**src/rtl/spi_regmaster_pkg.sv**
```systemverilog
package spi_regmaster_pkg;

    typedef enum logic [2:0] {
        ST_IDLE,
        ST_LEAD,
        ST_SHIFT,
        ST_TRAIL,
        ST_GAP
    } xfer_state_e;

endpackage

```
**src/rtl/spi_half_tick.sv**
```systemverilog
module spi_half_tick #(
    parameter int HALF_CYC = 4
) (
    input  logic clk,
    input  logic rst,
    input  logic run,
    output logic tick
);
    localparam int CW = (HALF_CYC > 1) ? $clog2(HALF_CYC) : 1;
    localparam logic [CW-1:0] LAST = CW'(HALF_CYC - 1);

    logic [CW-1:0] cnt_q;

    assign tick = run && (cnt_q == LAST);

    always_ff @(posedge clk) begin
        if (rst || !run || tick) begin
            cnt_q <= '0;
        end else begin
            cnt_q <= cnt_q + 1'b1;
        end
    end
endmodule

```
**src/rtl/spi_frame_pack.sv**
```systemverilog
module spi_frame_pack #(
    parameter int ADDR_W = 6,
    parameter int DATA_W = 24,
    localparam int FRAME_W = 2 + ADDR_W + DATA_W
) (
    input  logic              wr,
    input  logic [ADDR_W-1:0] addr,
    input  logic [DATA_W-1:0] wdata,
    output logic [FRAME_W-1:0] frame
);
    logic [FRAME_W-2:0] body;

    always_comb begin
        body  = {wr, addr, wdata};
        // odd parity: the appended bit is set when the body holds an even count
        frame = {body, ~(^body)};
    end
endmodule

```
**src/rtl/spi_frame_unpack.sv**
```systemverilog
module spi_frame_unpack #(
    parameter int DATA_W = 24,
    parameter int STAT_W = 8,
    parameter int FRAME_W = 32
) (
    input  logic [FRAME_W-1:0] rx,
    output logic [STAT_W-1:0]  status,
    output logic [DATA_W-1:0]  rdata,
    output logic               par_err
);
    always_comb begin
        status  = rx[FRAME_W-1 -: STAT_W];
        rdata   = rx[DATA_W:1];
        par_err = ~(^rx);
    end
endmodule

```
**src/rtl/spi_regmaster.sv**
```systemverilog
module spi_regmaster
    import spi_regmaster_pkg::*;
#(
    parameter int DIV_HALF = 4,
    parameter int ADDR_W   = 6,
    parameter int DATA_W   = 24,
    parameter int STAT_W   = 8
) (
    input  logic              clk,
    input  logic              rst,
    input  logic              cmd_valid,
    output logic              cmd_ready,
    input  logic              cmd_write,
    input  logic [ADDR_W-1:0] cmd_addr,
    input  logic [DATA_W-1:0] cmd_wdata,
    output logic              busy,
    output logic              done,
    output logic [STAT_W-1:0] rsp_status,
    output logic [DATA_W-1:0] rsp_rdata,
    output logic              rsp_parity_err,
    output logic              spi_sclk,
    output logic              spi_cs_n,
    output logic              spi_mosi,
    input  logic              spi_miso
);
    localparam int FRAME_W = 2 + ADDR_W + DATA_W;
    localparam int BIT_CW  = $clog2(FRAME_W);
    localparam logic [BIT_CW-1:0] LAST_BIT = BIT_CW'(FRAME_W - 1);

    xfer_state_e state_q, state_d;

    logic               tick;
    logic [FRAME_W-1:0] tx_frame;
    logic [FRAME_W-1:0] tx_sh_q;
    logic [FRAME_W-1:0] rx_sh_q;
    logic [BIT_CW-1:0]  bit_q;
    logic               sclk_q;
    logic               cs_n_q;
    logic               done_q;
    logic [STAT_W-1:0]  stat_w, stat_q;
    logic [DATA_W-1:0]  rdat_w, rdat_q;
    logic               perr_w, perr_q;
    logic               accept;
    logic               final_fall;

    spi_half_tick #(.HALF_CYC(DIV_HALF)) u_tick (
        .clk  (clk),
        .rst  (rst),
        .run  (state_q != ST_IDLE),
        .tick (tick)
    );

    spi_frame_pack #(.ADDR_W(ADDR_W), .DATA_W(DATA_W)) u_pack (
        .wr    (cmd_write),
        .addr  (cmd_addr),
        .wdata (cmd_wdata),
        .frame (tx_frame)
    );

    spi_frame_unpack #(.DATA_W(DATA_W), .STAT_W(STAT_W), .FRAME_W(FRAME_W)) u_unpack (
        .rx      (rx_sh_q),
        .status  (stat_w),
        .rdata   (rdat_w),
        .par_err (perr_w)
    );

    assign accept     = cmd_valid && (state_q == ST_IDLE);
    assign final_fall = tick && sclk_q && (bit_q == LAST_BIT);

    // next-state logic
    always_comb begin
        state_d = state_q;
        unique case (state_q)
            ST_IDLE:  if (cmd_valid)                        state_d = ST_LEAD;
            ST_LEAD:  if (tick)                             state_d = ST_SHIFT;
            ST_SHIFT: if (final_fall)                       state_d = ST_TRAIL;
            ST_TRAIL: if (tick)                             state_d = ST_GAP;
            ST_GAP:   if (tick)                             state_d = ST_IDLE;
            default:                                        state_d = ST_IDLE;
        endcase
    end

    // state register
    always_ff @(posedge clk) begin
        if (rst) begin
            state_q <= ST_IDLE;
        end else begin
            state_q <= state_d;
        end
    end

    // datapath and pin registers
    always_ff @(posedge clk) begin
        if (rst) begin
            tx_sh_q <= '0;
            rx_sh_q <= '0;
            bit_q   <= '0;
            sclk_q  <= 1'b0;
            cs_n_q  <= 1'b1;
            done_q  <= 1'b0;
            stat_q  <= '0;
            rdat_q  <= '0;
            perr_q  <= 1'b0;
        end else begin
            done_q <= 1'b0;
            unique case (state_q)
                ST_IDLE: begin
                    if (accept) begin
                        tx_sh_q <= tx_frame;
                        cs_n_q  <= 1'b0;
                        bit_q   <= '0;
                    end
                end
                ST_LEAD, ST_SHIFT: begin
                    if (tick) begin
                        if (!sclk_q) begin
                            sclk_q  <= 1'b1;
                            rx_sh_q <= {rx_sh_q[FRAME_W-2:0], spi_miso};
                        end else begin
                            sclk_q <= 1'b0;
                            if (bit_q != LAST_BIT) begin
                                tx_sh_q <= {tx_sh_q[FRAME_W-2:0], 1'b0};
                                bit_q   <= bit_q + 1'b1;
                            end
                        end
                    end
                end
                ST_TRAIL: begin
                    if (tick) begin
                        cs_n_q <= 1'b1;
                        done_q <= 1'b1;
                        stat_q <= stat_w;
                        rdat_q <= rdat_w;
                        perr_q <= perr_w;
                    end
                end
                ST_GAP: begin
                end
                default: begin
                end
            endcase
        end
    end

    assign cmd_ready      = (state_q == ST_IDLE);
    assign busy           = (state_q != ST_IDLE);
    assign done           = done_q;
    assign rsp_status     = stat_q;
    assign rsp_rdata      = rdat_q;
    assign rsp_parity_err = perr_q;
    assign spi_sclk       = sclk_q;
    assign spi_cs_n       = cs_n_q;
    assign spi_mosi       = tx_sh_q[FRAME_W-1];

endmodule

```
**config.mk**
```make
export PLATFORM = sky130hd
export DESIGN_NAME = spi_regmaster
export DESIGN_NICKNAME = d
export VERILOG_FILES = /design/src/rtl/spi_regmaster_pkg.sv /design/src/rtl/spi_half_tick.sv /design/src/rtl/spi_frame_pack.sv /design/src/rtl/spi_frame_unpack.sv /design/src/rtl/spi_regmaster.sv
export SDC_FILE = /design/constraint.sdc
export NUM_CORES = 1
export LEC_CHECK = 0
export CAP_MARGIN = 20
export CORE_MARGIN = 2
export CORE_UTILIZATION = 60
export CTS_BUF_LIST = sky130_fd_sc_hd__clkbuf_4 sky130_fd_sc_hd__clkbuf_8 sky130_fd_sc_hd__clkbuf_16
export DETAILED_ROUTE_END_ITERATION = 8
export PLACE_DENSITY = 0.85
export SLEW_MARGIN = 20
export SYNTH_ARGS = -nofsm -noshare
export SYNTH_HDL_FRONTEND = slang
export SYNTH_HIERARCHICAL = 1
export SYNTH_SLANG_ARGS = --single-unit
export TNS_END_PERCENT = 5
```
**constraint.sdc**
```tcl
create_clock -name clk -period 7.2 [get_ports clk]
set_clock_uncertainty 0.2 [all_clocks]
set_input_delay 1.08 -clock clk [delete_from_list [all_inputs] [get_ports clk]]
set_output_delay 1.08 -clock clk [all_outputs]
set_load 0.005 [all_outputs]
```
==> results.py, run 1 <==
metrics = {
    "run_status": {
        "status": "finished, final reports clean",
    },
    "worst_setup_path": {
        "cp.required_ps": 5920,
        "rr_startpoint": "state_q[2]$_SDFFE_PP0P_",
        "crit_start": "state_q[2]$_SDFFE_PP0P_",
        "cp_max_fo": 53,
        "arrival_ps": 2290,
        "setup.worst_path.start_class": "flop",
        "cp-end-kind": "primary output",
        "critical_path_class": "reg2out",
    },
    "power_and_ir_drop": {
        "p_leak_nw": 1.88,
        "power_density_mw_per_mm2": 190,
        "power_mw": 1.19,
        "peakVddDrop_uv": 104,
    },
    "detailed_routing": {
        "wirelength_mm": 12.2,
        "ant_nets": 0,
        "drtIter0Drc": 324,
        "drc": 0,
        "vias": 4760,
        "wl_per_cell_um": 15.7,
        "via_per_inst": 6.14,
        "drt_first_pass_iters": 4,
    },
    "cts": {
        "tritoncts": "yes",
        "root_buffer": "clkbuf_8",
        "cts_buffers": 9,
        "htreeDepth": 3,
        "clk_pin_slew_ps": 110,
        "cts_max_path_buffers": 2,
        "cts.repair.resized": 0,
        "clk_latency_ps": 380,
        "cts_sinks": 110,
        "cts_hold_buf": 0,
        "postCtsSetupBuffers": 0,
    },
    "synth": {
        "yosysSeqAreaShare": 0.377,
        "synth_area_leaders": "dfxtp_1 (38%), buf_4 (8.5%), xnor2_1 (7.2%)",
        "async_reset_ff_frac": 0,
        "synth-seq-cells": 110,
        "ys.flop_type": "dfxtp_1",
        "ys_warn_count": 6,
        "synth_cell_types": 43,
        "synth_largest_area_cell": "dfxtp_1",
        "syn-cell-area_mm2": 0.00584,
        "synth_enable_flop_cells": 0,
        "syn_nets": 719,
        "synth_cells": 681,
        "synth_top_area_share": 0.377,
        "avgSynthCellArea_um2": 8.57,
    },
    "sta": {
        "hold-worst-slack_ps": 260,
        "finalWorstSetupSlack_ps": 3630,
        "worstMarginPinSlew_ps": 1100,
        "maxSlewViolCount": 0,
        "hold_viol": 0,
        "min_period_over_period": 0.496,
        "rsz0062_at_grt": "false",
        "setup_viol": 0,
        "fmax_mhz": 280,
        "slew_headroom": 0.268,
        "fin_crit_ps": 3570,
        "setup_tns_ps": 0,
    },
    "worst_hold_path": {
        "hold_class": "reg2reg",
        "hp-start": "rsp_status[7]$_SDFFE_PP0P_",
    },
    "cells_and_area": {
        "stdcell_count": 775,
        "final_util": 0.653,
        "area_growth_pct": 7.35,
        "final_area_mm2": 0.00627,
        "fillers": 817,
        "drive_above_1_share": 0.0561,
        "n_antenna_cell": 0,
        "layout.nets": 675,
    },
    "placed_design": {
        "hpwl_mm": 7.33,
        "portBuffers": 73,
        "pre_cts_ws_ps": 3730,
        "placed_cells": 759,
        "place_area_mm2": 0.00605,
        "gp_congestion": 0.778,
    },
    "global_route": {
        "grt_max_degree": 110,
        "antenna_found_initial": 0,
        "gr-total-overflow": 0,
        "grt_pass1_vias": 4601,
        "grt_pass1_wl_mm": 20.5,
        "gr-usage-all-layers": 0.239,
    },
    "die": {
        "dieHeight_um": 103,
        "ios": 74,
        "die-width_um": 103,
        "initial_core_util": 0.609,
        "dieArea_mm2": 0.0105,
        "core_area_mm2": 0.00959,
        "fp-row-count": 36,
    },
    "flow_run": {
        "cap_violations": 0,
    },
}
==> report_power, final <==
part           internal (mW)  total, mW  leakage (nW)  switching [mW]
clock                  0.176      0.395         0.107           0.218
combinational         0.0786      0.157         0.882          0.0786
sequential             0.626      0.639         0.894          0.0124
total                  0.881       1.19          1.88           0.309
==> cells in the mapped netlist, drive strengths merged, types with 3 or more instances <==
cell type,count
xnor2,49
nand2,68
dfxtp,110
ha,3
a211oi,31
nand3,34
a21oi,72
xnor3,4
o31ai,33
buf,88
clkbuf,48
a311oi,32
or3,3
o21ai,33
nand4,33
xor2,7
o211ai,5
inv,3
==> registers in the layout, indices dropped and copies added, names as in the netlist, 2 cells and up <==
name / count
bit_q: 5
rsp_rdata: 24
rsp_status: 8
rx_sh_q: 32
state_q: 3
tx_sh_q: 32
u_tick/cnt_q: 2
==> worst max-delay path, cell delays in order (launching register included) <==
cell	delay [ps]
dfxtp_2	590
buf_4	520
or3_1	260
clkdlybuf4s50_1	530
==> final timing paths <==
| check | to | slack (ps) | cells after the start |
|---|---|---|---|
| max | busy | 3630 | 3 |
| min | rsp_status[7]$_SDFFE_PP0P_ | 260 | 2 |
| max reg2reg | tx_sh_q[8]$_SDFFE_PP0P_ | 3680 | 6 |
| min reg2reg | rsp_status[7]$_SDFFE_PP0P_ | 260 | 2 |
==> routing by layer <==
| metal | GRT usage | vias up | routed length, um |
|---|---|---|---|
| met2 | 0.417 | 158 | 6080 |
| met1 | 0.299 | 2260 | 5330 |
| met4 | 0.0933 | 0 | 196 |
| li1 | - | 2327 | - |
| met3 | 0.0339 | 15 | 592 |
| met5 | 0 | - | 0 |
==> cell families (layout without fill, tap and decap cells) <==
family | after synthesis | count (layout) | share of synthesized area
xor+xnor | 60 | 60 | 0.104
flops | 110 | 110 | 0.377
compound gates | 211 | 211 | 0.234
fa+ha+maj | 3 | 3 | 0.00643
simple gates | 158 | 158 | 0.142
buf+inv | 139 | 100 | 0.136
==> cell usage in the layout, fill, tap and decap left out, types with 3 or more instances in the layout <==
cell type,n
nand4_1,33
buf_4,8
o21ai_0,32
a21oi_1,72
xor2_1,6
a311oi_1,32
ha_1,3
nand3_1,34
xnor3_1,4
o31ai_1,33
clkbuf_8,10
a211oi_1,31
nand2_1,68
clkdlybuf4s50_1,72
o211ai_1,5
or3_1,3
xnor2_1,48
dfxtp_1,109
==> layout make-up <==
class / count / area (um2) / share of cell area
tap: 133 / 166 / 0.0266
inverter: 3 / 11.3 / 0.00180
sequential: 110 / 2200 / 0.352
clock buffer: 10 / 138 / 0.0220
timing repair buffer: 81 / 786 / 0.125
clock inverter: 6 / 77.6 / 0.0124
multi-input combinational: 432 / 2890 / 0.460
Note: power is estimated with default switching activity, not from simulation.
==> inputs of run 2 (changes only) <==
--- a/config.mk
+++ b/config.mk
@@ -7,10 +7,10 @@
 export LEC_CHECK = 0
 export CAP_MARGIN = 20
 export CORE_MARGIN = 2
-export CORE_UTILIZATION = 60
+export CORE_UTILIZATION = 56
 export CTS_BUF_LIST = sky130_fd_sc_hd__clkbuf_4 sky130_fd_sc_hd__clkbuf_8 sky130_fd_sc_hd__clkbuf_16
 export DETAILED_ROUTE_END_ITERATION = 8
-export PLACE_DENSITY = 0.85
+export PLACE_DENSITY = 0.81
 export SLEW_MARGIN = 20
 export SYNTH_ARGS = -nofsm -noshare
 export SYNTH_HDL_FRONTEND = slang
==> constraint.sdc (replaced) <==
create_clock -name clk -period 3.7 [get_ports clk]
set_clock_uncertainty 0.2 [all_clocks]
set_input_delay 0.555 -clock clk [delete_from_list [all_inputs] [get_ports clk]]
set_output_delay 0.555 -clock clk [all_outputs]
set_load 0.005 [all_outputs]
==> run 2 against run 1 <==
Against the previous run:
- critical path depth is 3 higher
- critical path type is now reg2reg
- final area is 0.54% higher
- combinational power is 98% higher
- register-to-register slack worse by 2900 ps
- sequential cell count stayed put
- clock-buffer cell count is 1 lower
- sequential power is 94% higher
- global-route usage is 1.4 points lower
- utilization is 3.7 points lower
==> results.py, run 2 (synthesized netlist as in run 1, its figures left out) <==
metrics = {
    "run_status": {
        "status": "finished, final reports clean",
    },
    "cts": {
        "cts_hold_buf": 0,
        "htreeDepth": 3,
        "postCtsSetupBuffers": 0,
        "cts.repair.resized": 0,
        "cts_max_path_buffers": 2,
        "clk_pin_slew_ps": 110,
        "clk_latency_ps": 360,
        "cts_buffers": 9,
        "cts_sinks": 110,
        "root_buffer": "clkbuf_8",
        "tritoncts": "yes",
    },
    "sta": {
        "maxSlewViolCount": 0,
        "rsz0062_at_grt": "false",
        "fin_crit_ps": 2910,
        "slew_headroom": 0.303,
        "min_period_over_period": 0.786,
        "hold_viol": 0,
        "setup_viol": 0,
        "setup_tns_ps": 0,
        "fmax_mhz": 344,
        "worstMarginPinSlew_ps": 1050,
    },
    "detailed_routing": {
        "drtIter0Drc": 288,
        "wirelength_mm": 12.6,
        "vias": 4786,
        "via_per_inst": 6.10,
        "drt_first_pass_iters": 5,
        "drc": 0,
        "wl_per_cell_um": 16.1,
        "ant_nets": 0,
    },
    "placed_design": {
        "gp_congestion": 0.811,
        "place_area_mm2": 0.00611,
        "hpwl_mm": 7.91,
        "portBuffers": 73,
    },
    "cells_and_area": {
        "layout.nets": 681,
        "final_area_mm2": 0.00630,
        "area_growth_pct": 7.93,
        "n_antenna_cell": 0,
        "drive_above_1_share": 0.0617,
        "final_cell_mix": "dfxtp_1 (109), a21oi_1 (72), clkdlybuf4s50_1 (72), nand2_1 (68), xnor2_1 (48)",
        "layout_commonest_cell": "dfxtp_1",
    },
    "global_route": {
        "gr-usage-all-layers": 0.225,
        "grt.busiest_layer": "met2",
        "grt_pass1_vias": 4570,
        "grtUsageMet3": 0.0325,
        "met2_usage": 0.400,
        "met1_usage": 0.273,
        "antenna_found_initial": 0,
        "grt_pass1_wl_mm": 21.1,
        "gr-total-overflow": 0,
        "grt_max_degree": 100,
    },
    "power_and_ir_drop": {
        "power_density_mw_per_mm2": 358,
        "peakVddDrop_uv": 215,
        "p_leak_nw": 1.91,
    },
    "flow_run": {
        "cap_violations": 0,
    },
    "worst_setup_path": {
        "cp_max_fo": 32,
        "critical_path_class": "reg2reg",
        "arrival_ps": 2970,
        "setup.worst_path.start_class": "flop",
        "cp-end-kind": "flop",
        "cp.required_ps": 3760,
    },
    "die": {
        "fp-row-count": 37,
        "die-width_um": 106,
        "dieArea_mm2": 0.0113,
        "core_area_mm2": 0.0102,
        "initial_core_util": 0.571,
        "dieHeight_um": 106,
        "ios": 74,
    },
    "worst_hold_path": {
        "hold_class": "reg2reg",
    },
}
run 2: cell types whose count changed in the layout (fill, tap and decap cells not counted), sizes merged:
cell | previous run | this run
buf | 9 | 15
clkinv | 3 | 5
bufinv | 1 | 0
clkbuf | 10 | 9
clkinvlp | 1 | 0
inv | 4 | 5
run 2: final timing paths:
path | startpoint | endpoint | slack [ps] | cells after the start
hold reg to reg | rsp_status[7]$_SDFFE_PP0P_ | rsp_status[7]$_SDFFE_PP0P_ | 260 | 2
setup reg to reg | state_q[1]$_SDFFE_PP0P_ | tx_sh_q[10]$_SDFFE_PP0P_ | 790 | 6
hold / removal | rsp_status[7]$_SDFFE_PP0P_ | rsp_status[7]$_SDFFE_PP0P_ | 260 | 2
setup / recovery | state_q[1]$_SDFFE_PP0P_ | tx_sh_q[10]$_SDFFE_PP0P_ | 790 | 6
run 2: per-layer routing:
| layer | share of wire | wire [um] |
|---|---|---|
| met1 | 0.44 | 5550 |
| met2 | 0.50 | 6370 |
| met3 | 0.044 | 555 |
| met4 | 0.013 | 166 |
| met5 | 0 | 0 |
run 2: worst max-delay path, stage by stage, from the launching register on:
cell      delay (ps)
dfxtp_1          780
or3_1            260
and2_1           360
nor4bb_4         340
buf_4            370
a211oi_1         150
a311oi_1         340
run 2: power by group:
| group | switching, mW | internal, mW |
|---|---|---|
| Sequential | 0.0232 | 1.22 |
| Clock | 0.443 | 0.262 |
| Combinational | 0.155 | 0.157 |
run 2: cell type report:
class / count / area [um2]
clock buffers: 9 / 124
multi-input cells: 432 / 2870
repair buffers: 87 / 856
flip-flops and latches: 110 / 2200
inverters: 3 / 11.3
fillers: 908 / 3930
well taps: 136 / 170
clock inverters: 7 / 67.6
run 2: stage by stage:
step / std cells / hold slack (ps) / utilization / worst slack [ps] / total power, mW
2_1_floorplan: 681 / 219 / - / 1350 / 1.51
3_3_place_gp: 768 / 231 / 0.597 / 1020 / 1.57
3_5_place_dp: 768 / 247 / 0.597 / 814 / 1.58
4_1_cts: 784 / 263 / 0.616 / 800 / 2.28
5_1_grt: 784 / 280 / 0.616 / 598 / 2.36
6_report: 784 / 259 / 0.616 / 792 / 2.26
